[src/rtl/urxf_pkg.sv]
package urxf_pkg;
    localparam int unsigned RXF_DATA_W = 8;

    typedef struct packed {
        logic [RXF_DATA_W-1:0] data;
        logic                  ovr;
        logic                  pe;
        logic                  fe;
    } rxf_entry_t;
endpackage

[src/rtl/urxf_tagger.sv]
module urxf_tagger
    import urxf_pkg::*;
(
    input  logic [RXF_DATA_W-1:0] data_i,
    input  logic                  par_bit_i,
    input  logic                  stop_bit_i,
    input  logic                  par_en_i,
    input  logic                  par_odd_i,
    output rxf_entry_t            entry_o
);
    logic ones_odd;

    always_comb begin
        ones_odd      = (^data_i) ^ par_bit_i;
        entry_o.data  = data_i;
        entry_o.ovr   = 1'b0;
        entry_o.pe    = par_en_i & (ones_odd != par_odd_i);
        entry_o.fe    = ~stop_bit_i;
    end
endmodule

[src/rtl/urxf_queue.sv]
module urxf_queue
    import urxf_pkg::*;
#(
    parameter int unsigned DEPTH = 4
) (
    input  logic                  clk,
    input  logic                  rst_n,
    input  logic                  push_i,
    input  logic                  pop_i,
    input  rxf_entry_t            wr_entry_i,
    input  logic                  mark_ovr_i,
    output logic [RXF_DATA_W-1:0] head_data_o,
    output logic                  next_ovr_o,
    output logic                  next_pe_o,
    output logic                  next_fe_o,
    output logic [$clog2(DEPTH+1)-1:0] cnt_o
);
    localparam int unsigned PTR_W = (DEPTH > 1) ? $clog2(DEPTH) : 1;
    localparam int unsigned CNT_W = $clog2(DEPTH + 1);

    typedef struct packed {
        rxf_entry_t [DEPTH-1:0] mem;
        logic [PTR_W-1:0]       rd;
        logic [PTR_W-1:0]       wr;
        logic [CNT_W-1:0]       cnt;
    } qstate_t;

    qstate_t s_d, s_q;

    function automatic logic [PTR_W-1:0] ptr_inc(input logic [PTR_W-1:0] p);
        return (p == PTR_W'(DEPTH - 1)) ? '0 : p + 1'b1;
    endfunction

    function automatic logic [PTR_W-1:0] ptr_dec(input logic [PTR_W-1:0] p);
        return (p == '0) ? PTR_W'(DEPTH - 1) : p - 1'b1;
    endfunction

    always_comb begin
        s_d = s_q;
        if (mark_ovr_i) begin
            s_d.mem[ptr_dec(s_q.wr)].ovr = 1'b1;
        end
        if (pop_i) begin
            s_d.rd = ptr_inc(s_q.rd);
        end
        if (push_i) begin
            s_d.mem[s_q.wr] = wr_entry_i;
            s_d.wr          = ptr_inc(s_q.wr);
        end
        case ({push_i, pop_i})
            2'b10:   s_d.cnt = s_q.cnt + 1'b1;
            2'b01:   s_d.cnt = s_q.cnt - 1'b1;
            default: s_d.cnt = s_q.cnt;
        endcase
    end

    always_ff @(posedge clk or negedge rst_n) begin
        if (!rst_n) begin
            s_q <= '0;
        end else begin
            s_q <= s_d;
        end
    end

    always_comb begin
        head_data_o = s_q.mem[s_q.rd].data;
        next_ovr_o  = s_q.mem[ptr_inc(s_q.rd)].ovr;
        next_pe_o   = s_q.mem[ptr_inc(s_q.rd)].pe;
        next_fe_o   = s_q.mem[ptr_inc(s_q.rd)].fe;
        cnt_o       = s_q.cnt;
    end
endmodule

[src/rtl/urxf_status.sv]
module urxf_status (
    input  logic clk,
    input  logic rst_n,
    input  logic arrive_i,
    input  logic arrive_ovr_i,
    input  logic arrive_pe_i,
    input  logic arrive_fe_i,
    input  logic ovr_on_head_i,
    input  logic ovr_evt_i,
    input  logic err_clr_i,
    input  logic have_data_i,
    input  logic rie_i,
    input  logic start_en_i,
    input  logic start_det_i,
    output logic ovr_o,
    output logic pe_o,
    output logic fe_o,
    output logic blocked_o,
    output logic irq_o
);
    typedef struct packed {
        logic ovr;
        logic pe;
        logic fe;
        logic blocked;
    } st_t;

    st_t st_d, st_q;

    always_comb begin
        st_d         = st_q;
        st_d.ovr     = (st_q.ovr & ~err_clr_i) | (arrive_i & arrive_ovr_i) | ovr_on_head_i;
        st_d.pe      = (st_q.pe  & ~err_clr_i) | (arrive_i & arrive_pe_i);
        st_d.fe      = (st_q.fe  & ~err_clr_i) | (arrive_i & arrive_fe_i);
        st_d.blocked = ovr_evt_i | (st_q.blocked & ~(err_clr_i & st_q.ovr));
    end

    always_ff @(posedge clk or negedge rst_n) begin
        if (!rst_n) begin
            st_q <= '0;
        end else begin
            st_q <= st_d;
        end
    end

    always_comb begin
        ovr_o     = st_q.ovr;
        pe_o      = st_q.pe;
        fe_o      = st_q.fe;
        blocked_o = st_q.blocked;
        irq_o     = rie_i & (have_data_i | (start_en_i & start_det_i));
    end
endmodule

[src/rtl/uart_rx_err_fifo.sv]
module uart_rx_err_fifo
    import urxf_pkg::*;
#(
    parameter int unsigned DEPTH = 4
) (
    input  logic       clk,
    input  logic       rst_n,
    input  logic       char_valid,
    input  logic [7:0] char_data,
    input  logic       rx_par_bit,
    input  logic       rx_stop_bit,
    input  logic       par_en,
    input  logic       par_odd,
    input  logic       rd_stb,
    input  logic       err_clr,
    input  logic       rie,
    input  logic       start_irq_en,
    input  logic       start_detect,
    output logic [7:0] rd_data,
    output logic [7:0] status,
    output logic       irq
);
    localparam int unsigned CNT_W = $clog2(DEPTH + 1);

    rxf_entry_t             in_e;
    logic [RXF_DATA_W-1:0]  head_data;
    logic                   nxt_ovr, nxt_pe, nxt_fe;
    logic [CNT_W-1:0]       q_cnt;
    logic                   empty_w, full_w, pop_w, push_w, ovr_evt_w, ovr_head_w;
    logic                   arrive_w, arr_ovr, arr_pe, arr_fe;
    logic                   ovr_l, pe_l, fe_l, blocked_w, irq_w;

    urxf_tagger u_tagger (
        .data_i     (char_data),
        .par_bit_i  (rx_par_bit),
        .stop_bit_i (rx_stop_bit),
        .par_en_i   (par_en),
        .par_odd_i  (par_odd),
        .entry_o    (in_e)
    );

    always_comb begin
        empty_w    = (q_cnt == '0);
        full_w     = (q_cnt == CNT_W'(DEPTH));
        pop_w      = rd_stb & ~empty_w;
        push_w     = char_valid & ~blocked_w & (~full_w | pop_w);
        ovr_evt_w  = char_valid & ~blocked_w & full_w & ~pop_w;
        ovr_head_w = ovr_evt_w & (q_cnt == CNT_W'(1));
        arrive_w   = 1'b0;
        arr_ovr    = 1'b0;
        arr_pe     = 1'b0;
        arr_fe     = 1'b0;
        if (pop_w && (q_cnt > CNT_W'(1))) begin
            arrive_w = 1'b1;
            arr_ovr  = nxt_ovr;
            arr_pe   = nxt_pe;
            arr_fe   = nxt_fe;
        end else if (push_w && (empty_w || (pop_w && (q_cnt == CNT_W'(1))))) begin
            arrive_w = 1'b1;
            arr_ovr  = in_e.ovr;
            arr_pe   = in_e.pe;
            arr_fe   = in_e.fe;
        end
    end

    urxf_queue #(.DEPTH(DEPTH)) u_queue (
        .clk         (clk),
        .rst_n       (rst_n),
        .push_i      (push_w),
        .pop_i       (pop_w),
        .wr_entry_i  (in_e),
        .mark_ovr_i  (ovr_evt_w),
        .head_data_o (head_data),
        .next_ovr_o  (nxt_ovr),
        .next_pe_o   (nxt_pe),
        .next_fe_o   (nxt_fe),
        .cnt_o       (q_cnt)
    );

    urxf_status u_status (
        .clk           (clk),
        .rst_n         (rst_n),
        .arrive_i      (arrive_w),
        .arrive_ovr_i  (arr_ovr),
        .arrive_pe_i   (arr_pe),
        .arrive_fe_i   (arr_fe),
        .ovr_on_head_i (ovr_head_w),
        .ovr_evt_i     (ovr_evt_w),
        .err_clr_i     (err_clr),
        .have_data_i   (~empty_w),
        .rie_i         (rie),
        .start_en_i    (start_irq_en),
        .start_det_i   (start_detect),
        .ovr_o         (ovr_l),
        .pe_o          (pe_l),
        .fe_o          (fe_l),
        .blocked_o     (blocked_w),
        .irq_o         (irq_w)
    );

    always_comb begin
        rd_data = empty_w ? 8'h00 : head_data;
        status  = {~empty_w, ovr_l, pe_l, fe_l, rie, 3'b000};
        irq     = irq_w;
    end
endmodule

[config.mk]
export PLATFORM = sky130hd
export DESIGN_NAME = uart_rx_err_fifo
export DESIGN_NICKNAME = d
export VERILOG_FILES = /design/src/rtl/urxf_pkg.sv /design/src/rtl/urxf_tagger.sv /design/src/rtl/urxf_queue.sv /design/src/rtl/urxf_status.sv /design/src/rtl/uart_rx_err_fifo.sv
export SDC_FILE = /design/constraint.sdc
export NUM_CORES = 1
export LEC_CHECK = 0
export BUFFER_PORTS_ARGS = -buffer_cell sky130_fd_sc_hd__buf_2
export CORE_MARGIN = 2
export CORE_UTILIZATION = 35
export CTS_BUF_LIST = sky130_fd_sc_hd__clkbuf_4 sky130_fd_sc_hd__clkbuf_8
export CTS_CLUSTER_DIAMETER = 30
export DETAILED_ROUTE_END_ITERATION = 10
export GPL_ROUTABILITY_DRIVEN = 0
export PLACE_DENSITY_LB_ADDON = 0.15
export SKIP_LAST_GASP = 1
export SLEW_MARGIN = 20
export SYNTH_ARGS = -nofsm -noshare
export SYNTH_HDL_FRONTEND = slang
export SYNTH_SLANG_ARGS = --single-unit
[constraint.sdc]
create_clock -name clk -period 1.8 [get_ports clk]
set_input_delay 0.36 -clock clk [delete_from_list [all_inputs] [get_ports clk]]
set_output_delay 0.36 -clock clk [all_outputs]
set_load 0.005 [all_outputs]
==> results.txt, run 1 <==
Status - finished, violations left
Failing checks - setup timing
Register-to-Register Path Depth - 5
Detailed Routing Iterations Pass 1 - 6
Die Wd - 93.61 um
Met1 usage - 0.1832
Final Cycle Share - 1.134
Rows - 32
CP Data Required Time - 1.44 ns
Fin util - 0.4362
Synth async-reset ratio - 1.000
Initial cell density of the core - 0.3618
Synth top area share - 0.4898
CTS tree - done
Max Fclk - 490.1 MHz
Clock Sinks - 55
Synth top cells by count - dfrtp_1, mux2_2, ha_1
Dpl ws - -0.02585 ns
Final #Nets - 291
Detail Placement HPWL - 3.833 mm
Hold crit path type - in2async
Arrival time at the worst endpoint - 1.68 ns
Setup ws final - -0.2406 ns
Fraction of layout cells with a size suffix above 1 - 0.4865
Antenna viol nets, final - 0
Post-synth top area cell - dfrtp_1
CP max FO - 6
DRC errors left - 0
Die area - 8762 um2
Placed Area - 3179 um2
Critical path endpoint category - output port
Max rail drop VDD - 692.9 uV
IO Pins - 37
First-pass GRT wire length - 8.949 mm
Worst-skew pair later-pin latency - 0.31 ns
Initial antenna violation count - 0
Clock skew - 0.01454 ns
R2R Path Start - u_queue.s_q[5]
Cell Area, Synth - 2810 um2
DR WL/cell - 15.48 um
Main synth FF type - dfrtp_1
Port bufs - 33
Largest family of logic cells by synthesized area - multiplexers
Most numerous cell in the Yosys netlist - dfrtp_1
Starting DRT DRC Count - 73
TNS Setup - -1.928 ns
Leak pwr - 1.557 nW
Final max-slew violation count - 0
Cell Pwr Density - 1773 nW/um2
Synth Area in Adders - 0.05788
Die height - 93.61 um
Vias in the first global route - 1,728
Final instance area - 3388 um2
Yosys warnings - 0
Post-Synthesis Cells - 214
Final Routed Wirelength - 5.587 mm
Netlist cell types - 36
Vias - 1,716
Final Power - 6.008 mW
Maximum clock insertion buffer count - 2
Post-synthesis mux area share - 0.2280
M2 GR Usage - 0.2158
RSZ-0062 raised after global routing - yes
Fraction of the yosys area taken by sequential cells - 0.4898
Grt total ovfl - 0
Largest cells by area after synthesis - dfrtp_1, mux2_2, mux4_2
Max-cap violation count - 0
Clk root buf - clkbuf_8
Setup violators final - 11
Synth Area in Compound Gates - 0.06055
Simple-Gate Fraction of Synth Area - 0.07391
Yosys reg bits - 55
GR peak layer - met2
CP Class - reg2out
Core ar. - 7767 um2
Area added between synthesis and finish - 20.57%
Largest net degree at the start of global routing - 56
Syn avg cell area - 13.13 um2
GRT Util Overall - 0.1369
CTS H-Tree Depth - 2
# diodes - 0
Clk slew on worst S/H paths - 0.10 ns
Number of synthesized flops with an enable pin - 0
CTS Buf Count - 5
Final Hold Fails - 0
Met3 usage - 0.03143
Worst Setup Start Kind - register
CP Launch Point - u_queue.s_q[5]
Number of vias per cell - 4.753
Xor/xnor share of the synthesized area - 0.03918
Tmin final - 2.041 ns
==> flip-flops by register name (all words and copies together), names as in the netlist <==
signal	cells
u_status.fe_o	1
u_status.pe_o	1
u_queue.s_q	48
u_status.blocked_o	1
u_status.ovr_o	1
u_queue.cnt_o	3
==> critical path, cell delays in order (launching register included) <==
cell and delay (ns):
dfrtp_1 0.43, buf_6 0.18, mux4_2 0.51, and2_1 0.14
buf_2 0.12
==> area by class of cell <==
type,count,area (um2)
multi-input cells,137,1346
clock buffers,6,76.32
fillers,743,4379
inverters,8,32.53
flip-flops and latches,55,1376
clock inverters,2,38.79
repair buffers,51,390.4
well taps,102,127.6
==> power breakdown <==
part | internal (mW) | switching (mW)
sequential | 1.84 | 0.325
combinational | 1.81 | 1.19
clock | 0.436 | 0.409
total | 4.09 | 1.92
==> metal layers <==
layer,part of all wire,vias to the layer above
met5,0,-
met3,0.034,4
met1,0.48,853
met4,0.015,0
li1,-,828
met2,0.47,31
==> kinds of logic after synthesis <==
| logic type | Yosys count |
|---|---|
| buffers and inverters | 24 |
| AOI/OAI and AO/OA | 27 |
| and+or+nand+nor | 37 |
| DFF | 55 |
| xor gates and xnor gates | 11 |
| adders and majority gates | 13 |
| muxes | 46 |
| other | 1 |
==> final timing paths <==
path | endpoint | slack [ns]
max in group asynchronous | u_queue.s_q[19] | 1.51
max reg2reg | u_status.pe_o | -0.06
min reg2reg | u_queue.s_q[30] | 0.48
min in group clk | u_queue.s_q[18] | 0.32
max | rd_data[2] | -0.24
min | u_queue.cnt_o[0] | 0.04
==> stage by stage <==
step	hold WS, ns	instances
6_report	0.03983	361
5_1_grt	0.05120	361
4_1_cts	0.04050	361
3_5_place_dp	0.3893	350
3_3_place_gp	0.3879	350
2_1_floorplan	0.06441	216
==> cells in the final DEF, fill, tap and decap left out, types with 7 or more instances in the layout <==
cell,count
buf_2,31
mux2_2,34
nand2_1,11
a21oi_1,9
ha_1,11
buf_4,9
o21ai_0,7
dfrtp_1,55
xnor2_1,9
mux4_2,11
==> repair_timing <==
action | 4_1_cts | 5_1_grt
buffers inserted | 2 | 0
cloned | 1 | 0
pin swaps | 7 | 2
endpoints found under the setup margin | 12 | 14
hold endpoints to repair | 0 | 0
hold buffers | 0 | 0
resized for setup | 7 | 13
Power figures use the tool's default switching activity.
==> run 2, diff against run 1 <==
--- a/config.mk
+++ b/config.mk
@@ -12,6 +12,7 @@
 export CTS_CLUSTER_DIAMETER = 30
 export DETAILED_ROUTE_END_ITERATION = 10
 export GPL_ROUTABILITY_DRIVEN = 0
+export GPL_TIMING_DRIVEN = 1
 export PLACE_DENSITY_LB_ADDON = 0.15
 export SKIP_LAST_GASP = 1
 export SLEW_MARGIN = 20
==> constraint.sdc (replaced) <==
create_clock -name clk -period 2 [get_ports clk]
set_input_delay 0.4 -clock clk [delete_from_list [all_inputs] [get_ports clk]]
set_output_delay 0.4 -clock clk [all_outputs]
set_load 0.005 [all_outputs]
==> results.txt, run 2 (synthesis results as in run 1) <==
Status - finished, violations left
Failing checks - setup timing
Antenna viol nets, final - 0
Clock Sinks - 55
Starting DRT DRC Count - 33
Reg with most FFs - u_queue.s_q
CTS H-Tree Depth - 2
Final Hold Fails - 0
Clk root buf - clkbuf_8
First-pass GRT wire length - 9.142 mm
Worst-skew pair later-pin latency - 0.32 ns
Detail Placement HPWL - 3.875 mm
Max Fclk - 489.2 MHz
Non-Filler Instances - 354
R2R Path Start - u_queue.s_q[5]
R2R Setup Slk - 0.08 ns
Register-to-Register Path Depth - 6
Crit-path max cell delay - 0.52 ns
RSZ-0062 raised after global routing - yes
Worst Setup EP - rd_data[6]
Setup ws final - -0.04409 ns
Leak pwr - 1.485 nW
# diodes - 0
Final Power - 5.210 mW
Min Hold Slack - 0.07133 ns
Vias in the first global route - 1,752
CP max stage cell - mux4_2
Worst Setup Start Kind - register
Fraction of layout cells with a size suffix above 1 - 0.4563
Largest net degree at the start of global routing - 56
Hold crit path type - in2async
Clock skew - 0.01320 ns
Cell Chain, Critical Path - buf_8 -> mux4_2 -> and2_4 -> buf_6
CTS tree - done
Reg2reg end - u_status.pe_o
CP max FO - 8
Max-cap violation count - 0
Initial antenna violation count - 0
Final max-slew violation count - 0
Vias - 1,725
Arrival time at the worst endpoint - 1.64 ns
Detailed Routing Iterations Pass 1 - 4
CP Launch Point - u_queue.s_q[5]
CP Class - reg2out
Critical path endpoint category - output port
Commonest non-fill, non-tap cells in the layout - dfrtp_1, mux2_2, buf_2
Number of vias per cell - 4.873
DRC errors left - 0
Area added between synthesis and finish - 16.16%
Tmin final - 2.044 ns
Final #Nets - 284
Commonest non-fill, non-tap cell in the layout - dfrtp_1
Critical path buffers and inverters - 2
CP Data Required Time - 1.60 ns
Maximum clock insertion buffer count - 2
Final Routed Wirelength - 5.623 mm
Die area - 8762 um2
TNS Setup - -0.2095 ns
Cell total after placement - 343
Max rail drop VDD - 567.5 uV
Port bufs - 33
Rows - 32
Initial cell density of the core - 0.3618
DR WL/cell - 15.88 um
CTS Buf Count - 5
Grt total ovfl - 0
GRT Util Overall - 0.1367
Clk slew on worst S/H paths - 0.11 ns
Die Wd - 93.61 um
Delay-heaviest family, CP - multiplexers
Die height - 93.61 um
Worst path depth - 4
Setup violators final - 8
IO Pins - 37
Final Cycle Share - 1.022
Cell Pwr Density - 1596 nW/um2
Max reg flops - 48
Core ar. - 7767 um2
run 2: cell types whose count changed in the layout (fill, tap and decap cells not counted), sizes merged:
cell,delta
clkbuf,-1
buf,-7
clkinv,+1
clkinvlp,+1
bufinv,-1
run 2: timing repair:
action | 4_1_cts | 5_1_grt
gates resized for setup | 10 | 7
endpoints found under the setup margin | 9 | 11
setup buffers | 3 | 0
hold buffers | 0 | 0
pin swaps | 7 | 2
run 2: final cells by class:
| type | count | area (um2) |
|---|---|---|
| inverter | 8 | 32.53 |
| clock buffer | 5 | 68.82 |
| clock inverter | 3 | 27.53 |
| multi-input combinational | 137 | 1333 |
| timing repair buffer | 44 | 299.0 |
| tap | 102 | 127.6 |
| fill | 781 | 4503 |
| sequential | 55 | 1376 |
run 2: worst reg2reg max path: stages (launching register included):
cell	delay, ns
dfrtp_1	0.41
buf_4	0.16
ha_1	0.22
nor2_4	0.16
mux4_2	0.52
a32oi_1	0.24
o31ai_2	0.09
run 2: power by group:
part	leakage (nW)	total, mW	switching, mW	internal [mW]
Sequential	0.677	1.94	0.290	1.65
Clock	0.0463	0.667	0.408	0.258
Combinational	0.762	2.60	1.03	1.57
run 2: metal layers:
layer,global-route usage,up-vias,wire [um]
li1,-,818,-
met1,0.1961,872,2758
met2,0.2128,29,2621
met3,0.02659,6,181
met4,0.03623,0,61
met5,0,-,0
run 2: worst min-delay path by stage:
| stage | from | to | slack (ns) | cells past startpoint |
|---|---|---|---|---|
| finish | rst_n | u_queue.cnt_o[1] | 0.07 | 2 |
| global route | rst_n | u_queue.s_q[42] | 0.09 | 2 |
| CTS | rst_n | u_queue.s_q[45] | 0.08 | 2 |
| detailed placement | rst_n | u_queue.cnt_o[1] | 0.43 | 2 |
| global placement | rst_n | u_queue.cnt_o[1] | 0.43 | 2 |
| floorplan | rst_n | u_queue.cnt_o[0] | 0.10 | 0 |
run 2: stage by stage:
step | setup WS (ns) | instance area (um2) | util
global route | -0.1049 | 3264 | 0.4203
finish | -0.04409 | 3264 | 0.4203
CTS | -0.06857 | 3242 | 0.4174
floorplan | 0.2019 | 2818 | -
detailed placement | 0.1123 | 3077 | 0.3961
global placement | 0.1441 | 3077 | 0.3961
